<file path="config.mk">
export PLATFORM = sky130hd
export DESIGN_NAME = scv_victim_sel
export DESIGN_NICKNAME = d
export VERILOG_FILES = /design/src/rtl/scv_pkg.sv /design/src/rtl/scv_order_ring.sv /design/src/rtl/scv_flag_bank.sv /design/src/rtl/scv_search_ctrl.sv /design/src/rtl/scv_victim_sel.sv
export SDC_FILE = /design/constraint.sdc
export NUM_CORES = 1
export LEC_CHECK = 0
export ABC_CLOCK_PERIOD_IN_PS = 6000
export BUFFER_PORTS_ARGS = -buffer_cell sky130_fd_sc_hd__buf_2
export CAP_MARGIN = 10
export CELL_PAD_IN_SITES_DETAIL_PLACEMENT = 1
export CELL_PAD_IN_SITES_GLOBAL_PLACEMENT = 1
export CORE_AREA = 2 2 112 114
export CTS_CLUSTER_DIAMETER = 100
export CTS_CLUSTER_SIZE = 25
export DETAILED_ROUTE_END_ITERATION = 12
export DIE_AREA = 0 0 114 116
export PLACE_DENSITY_LB_ADDON = 0.1
export SETUP_SLACK_MARGIN = 0.02
export SLEW_MARGIN = 20
export SYNTH_ARGS = -nofsm -noshare
export SYNTH_HDL_FRONTEND = slang
export SYNTH_HIERARCHICAL = 1
export SYNTH_SLANG_ARGS = --single-unit
</file>
<file path="constraint.sdc">
create_clock -name clk -period 6 [get_ports clk]
set_input_delay 0.6 -clock clk [delete_from_list [all_inputs] [get_ports clk]]
set_output_delay 0.6 -clock clk [all_outputs]
set_load 0.02 [all_outputs]
</file>
<file path="src/rtl/scv_pkg.sv">
package scv_pkg;

  typedef enum logic [1:0] {
    RING_IDLE   = 2'd0,
    RING_PUSH   = 2'd1,
    RING_POP    = 2'd2,
    RING_ROTATE = 2'd3
  } ring_op_e;

  typedef enum logic {
    ST_IDLE   = 1'b0,
    ST_SEARCH = 1'b1
  } search_state_e;

endpackage

</file>
<file path="src/rtl/scv_order_ring.sv">
module scv_order_ring
  import scv_pkg::*;
#(
  parameter int NFRAMES = 16,
  parameter int IDXW    = $clog2(NFRAMES),
  parameter int CNTW    = $clog2(NFRAMES + 1)
) (
  input  logic            clk,
  input  logic            rst,
  input  ring_op_e        op,
  input  logic [IDXW-1:0] push_frame,
  output logic [IDXW-1:0] head_frame,
  output logic [CNTW-1:0] count
);

  localparam logic [IDXW-1:0] LAST_SLOT = IDXW'(NFRAMES - 1);
  localparam logic [CNTW-1:0] FULL_CNT  = CNTW'(NFRAMES);

  logic [IDXW-1:0] slots [NFRAMES];
  logic [IDXW-1:0] head_ptr, tail_ptr;
  logic            wr_en;
  logic [IDXW-1:0] wr_data;
  logic            adv_head, adv_tail;

  assign head_frame = slots[head_ptr];
  assign wr_en      = (op == RING_PUSH) || (op == RING_ROTATE);
  assign wr_data    = (op == RING_ROTATE) ? head_frame : push_frame;
  assign adv_head   = (op == RING_POP) || (op == RING_ROTATE);
  assign adv_tail   = wr_en;

  always_ff @(posedge clk) begin
    if (wr_en) slots[tail_ptr] <= wr_data;
  end

  always_ff @(posedge clk) begin
    if (rst) begin
      head_ptr <= '0;
      tail_ptr <= '0;
      count    <= '0;
    end else begin
      if (adv_head) head_ptr <= (head_ptr == LAST_SLOT) ? '0 : head_ptr + 1'b1;
      if (adv_tail) tail_ptr <= (tail_ptr == LAST_SLOT) ? '0 : tail_ptr + 1'b1;
      case (op)
        RING_PUSH: count <= count + 1'b1;
        RING_POP:  count <= count - 1'b1;
        default:   count <= count;
      endcase
    end
  end

  // a push never lands in a full order
  p_no_overflow_r2: assert property (@(posedge clk) disable iff (rst)
    (op == RING_PUSH) |-> (count < FULL_CNT));

  // a head leaves only when something is resident
  p_no_underflow_r4: assert property (@(posedge clk) disable iff (rst)
    adv_head |-> (count != '0));

  // recycling a head keeps the resident count
  p_rotate_keeps_count_r5: assert property (@(posedge clk) disable iff (rst)
    (op == RING_ROTATE) |=> $stable(count));

endmodule

</file>
<file path="src/rtl/scv_flag_bank.sv">
module scv_flag_bank #(
  parameter int NFRAMES = 16,
  parameter int IDXW    = $clog2(NFRAMES)
) (
  input  logic            clk,
  input  logic            rst,
  input  logic            ref_valid,
  input  logic [IDXW-1:0] ref_frame,
  input  logic            ref_write,
  input  logic            load_en,
  input  logic [IDXW-1:0] load_frame,
  input  logic            clr_en,
  input  logic [IDXW-1:0] head_frame,
  output logic            head_ref,
  output logic            head_dirty
);

  logic [NFRAMES-1:0] ref_q, mod_q;
  logic               head_hit;

  for (genvar i = 0; i < NFRAMES; i++) begin : g_flag
    logic hit_i, load_i, clr_i;
    assign hit_i  = ref_valid && (ref_frame == IDXW'(i));
    assign load_i = load_en && (load_frame == IDXW'(i));
    assign clr_i  = clr_en && (head_frame == IDXW'(i));

    always_ff @(posedge clk) begin
      if (rst) begin
        ref_q[i] <= 1'b0;
        mod_q[i] <= 1'b0;
      end else if (load_i) begin
        ref_q[i] <= 1'b0;
        mod_q[i] <= 1'b0;
      end else begin
        ref_q[i] <= (ref_q[i] | hit_i) & ~clr_i;
        mod_q[i] <= mod_q[i] | (hit_i & ref_write);
      end
    end
  end

  // same-cycle reference is seen by the examination
  assign head_hit   = ref_valid && (ref_frame == head_frame);
  assign head_ref   = ref_q[head_frame] | head_hit;
  assign head_dirty = mod_q[head_frame] | (head_hit & ref_write);

  // a write reference leaves the modified flag set unless reloaded
  p_write_marks_r3: assert property (@(posedge clk) disable iff (rst)
    (ref_valid && ref_write && !(load_en && load_frame == ref_frame))
      |=> mod_q[$past(ref_frame)]);

  // a load starts the frame with both flags clear
  p_load_clears_r2: assert property (@(posedge clk) disable iff (rst)
    load_en |=> (!ref_q[$past(load_frame)] && !mod_q[$past(load_frame)]));

endmodule

</file>
<file path="src/rtl/scv_search_ctrl.sv">
module scv_search_ctrl
  import scv_pkg::*;
#(
  parameter int NFRAMES = 16,
  parameter int IDXW    = $clog2(NFRAMES),
  parameter int EXMW    = $clog2(NFRAMES + 1)
) (
  input  logic            clk,
  input  logic            rst,
  input  logic            rep_req,
  input  logic            empty,
  input  logic            head_ref,
  input  logic            head_dirty,
  input  logic [IDXW-1:0] head_frame,
  output logic            examining,
  output logic            evict,
  output logic            rotate,
  output logic            rsp_valid,
  output logic [IDXW-1:0] rsp_frame,
  output logic            rsp_dirty,
  output logic            rsp_error
);

  localparam logic [EXMW-1:0] EXAM_LIMIT = EXMW'(NFRAMES);

  search_state_e   state;
  logic [EXMW-1:0] exam_cnt;
  logic            force_out;
  logic            reject;

  assign examining = (state == ST_SEARCH) || (rep_req && !empty);
  assign force_out = (exam_cnt == EXAM_LIMIT);
  assign evict     = examining && (!head_ref || force_out);
  assign rotate    = examining && !evict;
  assign reject    = (state == ST_IDLE) && rep_req && empty;

  always_ff @(posedge clk) begin
    if (rst) begin
      state     <= ST_IDLE;
      exam_cnt  <= '0;
      rsp_valid <= 1'b0;
      rsp_frame <= '0;
      rsp_dirty <= 1'b0;
      rsp_error <= 1'b0;
    end else begin
      rsp_valid <= 1'b0;
      if (reject) begin
        rsp_valid <= 1'b1;
        rsp_error <= 1'b1;
        rsp_dirty <= 1'b0;
      end else if (evict) begin
        rsp_valid <= 1'b1;
        rsp_error <= 1'b0;
        rsp_frame <= head_frame;
        rsp_dirty <= head_dirty;
        state     <= ST_IDLE;
        exam_cnt  <= '0;
      end else if (rotate) begin
        state     <= ST_SEARCH;
        exam_cnt  <= exam_cnt + 1'b1;
      end
    end
  end

  // an empty order answers with an error on the next edge
  p_empty_error_r8: assert property (@(posedge clk) disable iff (rst)
    reject |=> (rsp_valid && rsp_error));

  // the last allowed examination always ends the search
  p_search_bound_r9: assert property (@(posedge clk) disable iff (rst)
    ((state == ST_SEARCH) && force_out) |=> (rsp_valid && !rsp_error && state == ST_IDLE));

  // while searching, the request line changes nothing but progress
  p_no_resp_midsearch_r10: assert property (@(posedge clk) disable iff (rst)
    rotate |=> !rsp_valid);

endmodule

</file>
<file path="src/rtl/scv_victim_sel.sv">
module scv_victim_sel
  import scv_pkg::*;
#(
  parameter int NFRAMES = 16,
  parameter int IDXW    = $clog2(NFRAMES)
) (
  input  logic            clk,
  input  logic            rst,
  input  logic            ref_valid,
  input  logic [IDXW-1:0] ref_frame,
  input  logic            ref_write,
  input  logic            load_valid,
  input  logic [IDXW-1:0] load_frame,
  input  logic            rep_req,
  output logic            rsp_valid,
  output logic [IDXW-1:0] rsp_frame,
  output logic            rsp_dirty,
  output logic            rsp_error
);

  localparam int CNTW = $clog2(NFRAMES + 1);
  localparam logic [CNTW-1:0] FULL_CNT = CNTW'(NFRAMES);

  ring_op_e        ring_op;
  logic [IDXW-1:0] head_frame;
  logic [CNTW-1:0] count;
  logic            head_ref, head_dirty;
  logic            examining, evict, rotate, load_en;

  assign load_en = load_valid && !examining && (count < FULL_CNT);

  always_comb begin
    if (evict)        ring_op = RING_POP;
    else if (rotate)  ring_op = RING_ROTATE;
    else if (load_en) ring_op = RING_PUSH;
    else              ring_op = RING_IDLE;
  end

  scv_order_ring #(.NFRAMES(NFRAMES), .IDXW(IDXW), .CNTW(CNTW)) u_ring (
    .clk        (clk),
    .rst        (rst),
    .op         (ring_op),
    .push_frame (load_frame),
    .head_frame (head_frame),
    .count      (count)
  );

  scv_flag_bank #(.NFRAMES(NFRAMES), .IDXW(IDXW)) u_flags (
    .clk        (clk),
    .rst        (rst),
    .ref_valid  (ref_valid),
    .ref_frame  (ref_frame),
    .ref_write  (ref_write),
    .load_en    (load_en),
    .load_frame (load_frame),
    .clr_en     (rotate),
    .head_frame (head_frame),
    .head_ref   (head_ref),
    .head_dirty (head_dirty)
  );

  scv_search_ctrl #(.NFRAMES(NFRAMES), .IDXW(IDXW)) u_ctrl (
    .clk        (clk),
    .rst        (rst),
    .rep_req    (rep_req),
    .empty      (count == '0),
    .head_ref   (head_ref),
    .head_dirty (head_dirty),
    .head_frame (head_frame),
    .examining  (examining),
    .evict      (evict),
    .rotate     (rotate),
    .rsp_valid  (rsp_valid),
    .rsp_frame  (rsp_frame),
    .rsp_dirty  (rsp_dirty),
    .rsp_error  (rsp_error)
  );

  // a victim response always follows an examination
  p_victim_after_exam_r4: assert property (@(posedge clk) disable iff (rst)
    (rsp_valid && !rsp_error) |-> $past(examining));

  // an eviction lowers the resident count by one
  p_evict_removes_r11: assert property (@(posedge clk) disable iff (rst)
    evict |=> (count == $past(count) - 1'b1));

endmodule

</file>
### Word level (Yosys, flattened, before mapping)

Memory sizes are Yosys's and may differ from the RTL's. A register that Yosys moved wholly into a read port is not among the register bits.
Index checks and enable logic that the tools add are counted.

| storage, ports and cells | value |
|---|---|
| logic and storage cells | 299 |
| output and inout port bits | 7 |
| memories kept | 1 |
| register bits | 58 |
| memory bits (writable) | 64 |

Memories:

| memory | depth | bits a word | rd ports | clocked after memory_dff | write ports | RTL line | source |
|---|---|---|---|---|---|---|---|
| u_ring.slots | 16 | 4 | 1 | 1 | 1 | scv_order_ring.sv:19 | `logic [IDXW-1:0] slots [NFRAMES];` |

| operators by class | value |
|---|---|
| $add $sub $neg | 5 |
| muxes and demuxes | 23 |
| eq/ne operators | 52 |
| $lt $le $gt $ge | 2 |
| bitwise logic cells | 85 |
| reduce and logical (&&, ||, !) cells | 90 |

Operators by type and width:

| cell | number |
|---|---|
| $eq A4 B4 Y1 const B | 26 |
| $logic_and A1 B1 Y1 | 56 |
| $eq A4 B3 Y1 const B | 12 |
| $or A1 B1 Y1 | 34 |
| $reduce_or A2 Y1 | 17 |
| $and A1 B1 Y1 | 33 |
| $eq A4 B2 Y1 const B | 6 |
| $mux W4 | 5 |
| $not A1 Y1 | 18 |
| $eq A4 B1 Y1 const B | 3 |
| $logic_not A4 Y1 | 3 |
| $mux W1 | 11 |
| $add A5 B1 Y5 const B | 2 |
| $mux W5 | 2 |
| $pmux W5 S2 | 1 |
| $add A4 B1 Y4 const B | 2 |
| $bmux W1 S4 | 2 |
| $reduce_bool A2 Y1 | 3 |
| $eq A5 B5 Y1 const B | 1 |
| $logic_not A5 Y1 | 1 |
| $lt A4 B5 Y1 const B | 1 |
| $lt A5 B5 Y1 const B | 1 |
| $sub A5 B1 Y5 const B | 1 |
| $eq A2 B2 Y1 const B | 2 |
| 6 further kinds | 14 |

### Longest topological paths before layout

Gate-level depths: netlist of the first run.

| logic depth | value |
|---|---|
| depth in word-level cells | 14 |
| gate-level depth with buffers | 24 |
| depth with buffers taken out | 19 |

### By module

Netlist of the first run, hierarchy kept.

By module, submodules not included:

| module | area an instance (sq um) | cells an instance | seq. area each (sq um) | times used |
|---|---|---|---|---|
| scv_order_ring | 3,490.8 | 247 | 2,262.2 | 1 |
| scv_flag_bank | 1,660.3 | 195 | 640.6 | 1 |
| scv_search_ctrl | 724.4 | 74 | 260.2 | 1 |
| scv_victim_sel | 35.0 | 5 | 0.0 | 1 |

### Worst setup path after synthesis of the first run

OpenSTA, ideal clock, no wires.

| timing path | value |
|---|---|
| path kind | reg2reg |
| start point | reg (tool-made name) |
| end point | reg u_ring.count[4] |
| library setup time | 0.123 ns |
| arrival | 4.517 ns |
| path slack | 1.360 ns |
| clock period less this slack | 4.640 ns |
| path buffers | 4 |
| cell stages (with the launch flop) | 22 |
| cell sequence | dfxtp_1 -> buf_6 -> mux4_2 -> mux2_2 -> nand2_1 -> nand2_1 -> buf_6 -> mux4_1 -> nand3b_1 -> nand4_1 -> clkbuf_1 -> o211ai_2 -> inv_1 -> or2_2 -> ha_1 -> buf_2 -> xor2_1 -> ha_1 -> o21a_1 -> o21a_1 -> o32ai_1 -> mux2_1 |

RTL lines:

| item | RTL line | source |
|---|---|---|
| to (signal assigned) | scv_order_ring.sv:44 | `RING_PUSH: count <= count + 1'b1;` |
| to (signal assigned) | scv_order_ring.sv:45 | `RING_POP: count <= count - 1'b1;` |
| to (signal assigned) | scv_order_ring.sv:46 | `default: count <= count;` |
| to (decl) | scv_order_ring.sv:13 | `output logic [CNTW-1:0] count` |

==> results of run 1 <==
==> metrics by stage <==
stage	hold WS [ns]	setup slack, ns	cells	power (mW)	util [%]
floorplan	0.428	1.36	521	1.71	-
global placement	0.444	0.583	671	1.91	51.5
detailed placement	0.453	0.422	671	1.95	51.5
CTS	0.468	0.351	703	2.98	56.4
global route	0.496	0.220	705	3.13	56.6
finish	0.465	0.712	705	2.96	56.6
==> worst register-to-register path, stage by stage, from the launching register on <==
cell	delay [ns]
dfxtp_1	0.61
buf_4	0.32
mux4_2	0.54
o21ai_1	0.25
nand2_1	0.31
xor2_1	0.25
nor3_1	0.19
nand3_1	0.12
nand4_1	0.10
buf_4	0.16
o211ai_2	0.16
inv_1	0.22
o21ba_2	0.20
ha_1	0.42
buf_4	0.21
or2_2	0.17
nand2_1	0.15
nor3_1	0.54
==> state kept, by name, summed over array words and instances, names as in the netlist, named ones only <==
name,cells
u_ring/slots,64
u_flags/mod_q,16
u_flags/ref_q,16
u_ctrl/exam_cnt,5
u_ring/count,5
u_ctrl/rsp_frame,4
u_ring/head_ptr,4
u_ring/tail_ptr,4
u_ctrl/rsp_dirty,1
u_ctrl/rsp_error,1
u_ctrl/rsp_valid,1
u_ctrl/state,1
==> layout make-up <==
| type | count | area [um2] | area share [%] |
|---|---|---|---|
| inverters | 14 | 52.6 | 0.779 |
| flip-flops and latches | 126 | 3160 | 46.9 |
| repair buffers | 33 | 198 | 2.93 |
| multi-input cells | 353 | 2570 | 38.0 |
| clock inverters | 15 | 158 | 2.34 |
| well taps | 147 | 184 | 2.73 |
| clock buffers | 17 | 425 | 6.30 |
==> routing by layer <==
metal	vias to the layer above	track usage, %	part of all wire, %
met5	-	0	0
met3	26	6.07	3.9
met1	2081	28.3	41
met2	90	42.7	53
li1	1976	-	-
met4	0	11.4	2.3
==> path summary, 6_finish.rpt <==
| check | endpoint | cells after the start | start |
|---|---|---|---|
| worst min-delay path | u_flags/mod_q[0] | 2 | u_flags/mod_q[0] |
| worst max register to register | u_ring/slots[1][1] | 17 | register |
| worst max-delay path | u_ring/slots[1][1] | 17 | register |
| worst min register to register | u_flags/mod_q[0] | 2 | u_flags/mod_q[0] |
==> power groups by stage <==
stage / logic (mW) / clock network (mW) / registers (mW)
after floorplan: 0.623 / 0 / 1.09
after global placement: 0.824 / 0 / 1.09
after detailed placement: 0.859 / 0 / 1.09
after CTS: 0.868 / 1.04 / 1.07
after global routing: 0.965 / 1.08 / 1.08
final: 0.874 / 1.02 / 1.07
==> logic make-up after synthesis <==
logic type               synth area share, %
AO/OA/AOI/OAI                           10.6
XOR/XNOR                                1.48
adder cells (fa/ha/maj)                 2.75
buffers and inverters                   3.32
flip-flops                              53.5
multiplexers                            11.6
AND/OR/NAND/NOR                         16.7
==> what timing repair did <==
item,in CTS,in global routing
buffers inserted,0,2
gates resized for setup,0,2
setup endpoints to repair,0,17
==> cells in the final DEF (no fill, tap or decap), drive strengths merged, types with 2 or more instances in the layout <==
cell type and instances:
edfxtp 64, nor2 62, dfxtp 62, a21oi 41, buf 33, nand2 29
nor3 27, inv 21, mux4 20, nand2b 18, o21ai 18, clkbuf 17
mux2i 15, ha 13, a31oi 12, nand3b 10, xor2 9, nand3 8
nor2b 8, or3 6, mux2 5, or2 4, o31ai 4, o211ai 4
or4 3, clkinvlp 3, o2111ai 3, a311oi 3, and3 3, or3b 3
nor3b 3, clkinv 3, bufinv 2, nand4b 2, o32ai 2, and2 2
a221oi 2, o21a 2, a2bb2oi 2, a22oi 2
==> results.toml, run 1 <==
[layout]
diodes = 0
drive_gt1_share_pct = 17.6
design_area_um2 = 6750
fillers = 1253
syn_to_final_growth_pct = 14.2
final_nets = 572

[die]
die_h_um = 116
boundaryPins = 21
die_area_um2 = 13200
core_um2 = 11900
die_w_um = 114
fp-row-count = 40
start_util_pct = 49.6

[critical_path]
reg2reg_slack_ns = 0.71
cp-end-kind = "register"
path_cells = "buf_4, mux4_2, o21ai_1, nand2_1, xor2_1, nor3_1, nand3_1, nand4_1, buf_4, o211ai_2, inv_1, o21ba_2, ha_1, buf_4, or2_2, nand2_1, nor3_1"
cp.required_ns = 6.06
cp-start-kind = "register"
cp_slowest_stage_delay_ns = 0.61
cp_top_family = "simple AND/OR/NAND/NOR gates"
path_buf_inv = 4
critPathKind = "register to register"
crit_top_cell = "buf_4"
cp_data_arrival_time_ns = 5.35
critPathMaxFanout = 12
worst_path_max_delay_cell = "dfxtp_1"

[synthesis]
ys_warn_count = 6
synthFlopType = "edfxtp_1"
yosys-top-cells-area = "edfxtp_1 33%, dfxtp_1 21%, mux4_2 4.6%"
yosysTopAreaCell = "edfxtp_1"
syn_nets = 548
syn_inst = 521
synth_edf_count = 64
synth.most_common_cell = "edfxtp_1"
synth_top_cell_area_share_pct = 32.5
synth.avg_cell_area_um2 = 11.3
synth-async-reset-ratio_pct = 0
ys_seq_elements = 126
synth_area_um2 = 5910
ys_types = 55
synth-seq-area-share_pct = 53.5
synthTopCellsByCount = "64 x edfxtp_1, 62 x dfxtp_1, 62 x nor2_1, 41 x a21oi_1, 29 x nand2_1"

[power]
intPower_mw = 1.97
power_density_nw_per_um2 = 439
p_seq_share_pct = 36.1
switching_power_mw = 0.993
clkPwrFrac_pct = 34.4
switching_share_pct = 33.5
leakage_nw = 2.41
p_comb_share_pct = 29.5
peakVddDrop_mv = 0.432

[place]
port_buffers = 20
place_congestion = 0.805
dpl_cell_area_um2 = 6140
dp_hpwl_mm = 10.3

[run]
cap_violations = 0

[sta]
fmax_mhz = 189
max_slew.worst_pin.slew_ns = 0.897
post-route-period-util_pct = 88.1
setup_tns_ns = 0
finalSetupViolCount = 0
rsz0062_at_grt = "false"
relSlewSlack_pct = 40.1
final_hold_viol_count = 0
fin_worst_skew_ns = 0.00965
finalMaxSlewViolations = 0
min_period_ns = 5.29

[clocking]
cts-buffers-inserted = 17
cts_tree = "done"
clock_latency_ns = 0.43
ctsHoldBuffers = 0
path_clk_slew_ns = 0.06
cts_buffer_depth = 2
htreeDepth = 4
root_buffer = "clkbuf_16"
cts.sinks = 126

[global_route]
grtUsageTotal_pct = 24.4
grt_max_degree = 40
gr-total-overflow = 0
grt_pass1_wl_mm = 23.8
antenna_found_initial = 0
grt_pass1_vias = 4368

[drt]
vias = 4173
drtIter0Drc = 284
ant_nets = 0
routed_wl_mm = 14.8
post-route-drc-count = 0
dr.pass1.iters = 4
routed_via_density = 5.92
wl_per_cell_um = 21.0

[status]
status = "finished clean"

[hold_path]
hold_class = "register to register"
(Power assumes the default switching activity.)
==> inputs of run 2 (changes only) <==
--- a/config.mk
+++ b/config.mk
@@ -16,6 +16,7 @@
 export DETAILED_ROUTE_END_ITERATION = 12
 export DIE_AREA = 0 0 114 116
 export PLACE_DENSITY_LB_ADDON = 0.1
+export REMOVE_ABC_BUFFERS = 1
 export SETUP_SLACK_MARGIN = 0.02
 export SLEW_MARGIN = 20
 export SYNTH_ARGS = -nofsm -noshare
==> run 2 against run 1 <==
Combinational power fell by 2.9%. Sequential share of layout area rose by 0.45 points. Die area unchanged. Worst hold slack barely moved. Critical endpoint is now u_ring/count[4]. Largest cell class unchanged.
==> results.toml, run 2 (synthesis gave the netlist of run 1 again) <==
[critical_path]
r2r_end = "u_ring/count[4]"
cp-end-kind = "register"
cp-start-kind = "register"
worstRegToRegCells = 17
reg2reg_slack_ns = 0.53
critPathKind = "register to register"
critPathMaxFanout = 10
cp.required_ns = 6.30
cp_data_arrival_time_ns = 5.77

[drt]
routed_wl_mm = 14.1
dr.pass1.iters = 4
drtIter0Drc = 237
vias = 4075
wl_per_cell_um = 20.2
routed_via_density = 5.81
ant_nets = 0
post-route-drc-count = 0

[die]
die_h_um = 116
fp-row-count = 40
die_w_um = 114
die_area_um2 = 13200
boundaryPins = 21
core_um2 = 11900
start_util_pct = 49.6

[clocking]
post_cts_buffers = 0
cts_buffer_depth = 2
cts.sinks = 126
ctsHoldBuffers = 0
cts-buffers-inserted = 17
clock_latency_ns = 0.42
post_cts_resized = 0
htreeDepth = 4
path_clk_slew_ns = 0.05
root_buffer = "clkbuf_16"
cts_tree = "done"

[global_route]
antenna_found_initial = 0
grt_max_degree = 40
grtUsageTotal_pct = 23.3
grt_pass1_wl_mm = 23.2
gr-total-overflow = 0
grt_pass1_vias = 4399

[sta]
rsz0062_at_grt = "false"
setup_tns_ns = 0
hold_slack_ns = 0.464
final_hold_viol_count = 0
finalMaxSlewViolations = 0
finalSetupViolCount = 0
fin_worst_skew_ns = 0.00836
relSlewSlack_pct = 42.9
max_slew.worst_pin.slew_ns = 0.853
post-route-period-util_pct = 91.2
fmax_mhz = 183
min_period_ns = 5.47

[run]
cap_violations = 0

[power]
power_density_nw_per_um2 = 433
leakage_nw = 2.37
peakVddDrop_mv = 0.309

[layout]
finalCoreUtilization_pct = 56.1
syn_to_final_growth_pct = 13.1
diodes = 0
layout.cells.non_filler = 701
layout_common_cells = "64 x edfxtp_1, 62 x nor2_1, 62 x dfxtp_1"
reg.largest.list = "u_ring/slots x64, u_flags/mod_q x16, u_flags/ref_q x16"
largest_reg_flops = 64
final_nets = 568
final_common_cell = "edfxtp_1"
regMostFlops = "u_ring/slots"
fillers = 1245
drive_gt1_share_pct = 15.7

[hold_path]
hold_class = "register to register"
worstHoldPathCells = 2
min_from = "u_flags/mod_q[2]"
holdPathEnd = "u_flags/mod_q[2]"

[status]
status = "finished clean"

[place]
place_congestion = 0.835
dp.cells = 669
port_buffers = 20
dp_hpwl_mm = 9.83
-- run 2: how the worst max path moves through the flow --
stage | startpoint | to | slack (ns)
3_3_place_gp | register | u_ring/count[4] | 0.65
3_5_place_dp | register | u_ring/count[4] | 0.51
2_1_floorplan | register | u_ring/count[4] | 0.59
5_1_grt | register | u_ring/count[4] | 0.13
6_report | register | u_ring/count[4] | 0.53
4_1_cts | register | u_ring/slots[6][0] | 0.36
-- run 2: area by class of cell --
type	instances	area (um2)	area share, %
clock buffers	21	440	6.59
clock inverters	11	119	1.78
multi-input cells	353	2560	38.3
well taps	147	184	2.75
inverters	14	52.6	0.786
flip-flops and latches	126	3160	47.3
repair buffers	29	168	2.51
-- run 2: critical path, cell delays in order, from the launching register on --
cell      delay, ns
dfxtp_1        0.71
mux4_2         0.58
mux2_2         0.28
nand2_1        0.10
nand2_1        0.30
mux4_1         0.57
a22oi_1        0.19
nand4_1        0.28
o211ai_2       0.24
inv_1          0.18
or2_2          0.37
ha_1           0.30
xor2_1         0.18
ha_1           0.22
o21a_1         0.17
o21a_1         0.17
o32ai_1        0.14
mux2_1         0.35
-- run 2: power breakdown --
| part | switching (mW) | internal [mW] |
|---|---|---|
| clock | 0.363 | 0.607 |
| sequential | 0.0561 | 1.02 |
| combinational | 0.522 | 0.327 |
| total | 0.941 | 1.95 |
-- run 2: stage by stage --
step | power (mW) | setup WS [ns] | cell area (um2)
2_1_floorplan | 1.66 | 0.589 | 5770
3_3_place_gp | 1.91 | 0.653 | 6120
3_5_place_dp | 1.93 | 0.513 | 6120
4_1_cts | 2.92 | 0.357 | 6680
5_1_grt | 3.05 | 0.133 | 6680
6_report | 2.89 | 0.527 | 6680
-- run 2: per-layer routing --
| layer | GRT usage, % | part of all wire, % | vias up | routed length [um] |
|---|---|---|---|---|
| met5 | 0 | 0 | - | 0 |
| met4 | 10.9 | 2.3 | 0 | 325 |
| met3 | 5.13 | 2.5 | 23 | 356 |
| met2 | 39.9 | 51 | 58 | 7270 |
| met1 | 28.1 | 44 | 2030 | 6190 |
| li1 | - | - | 1964 | - |
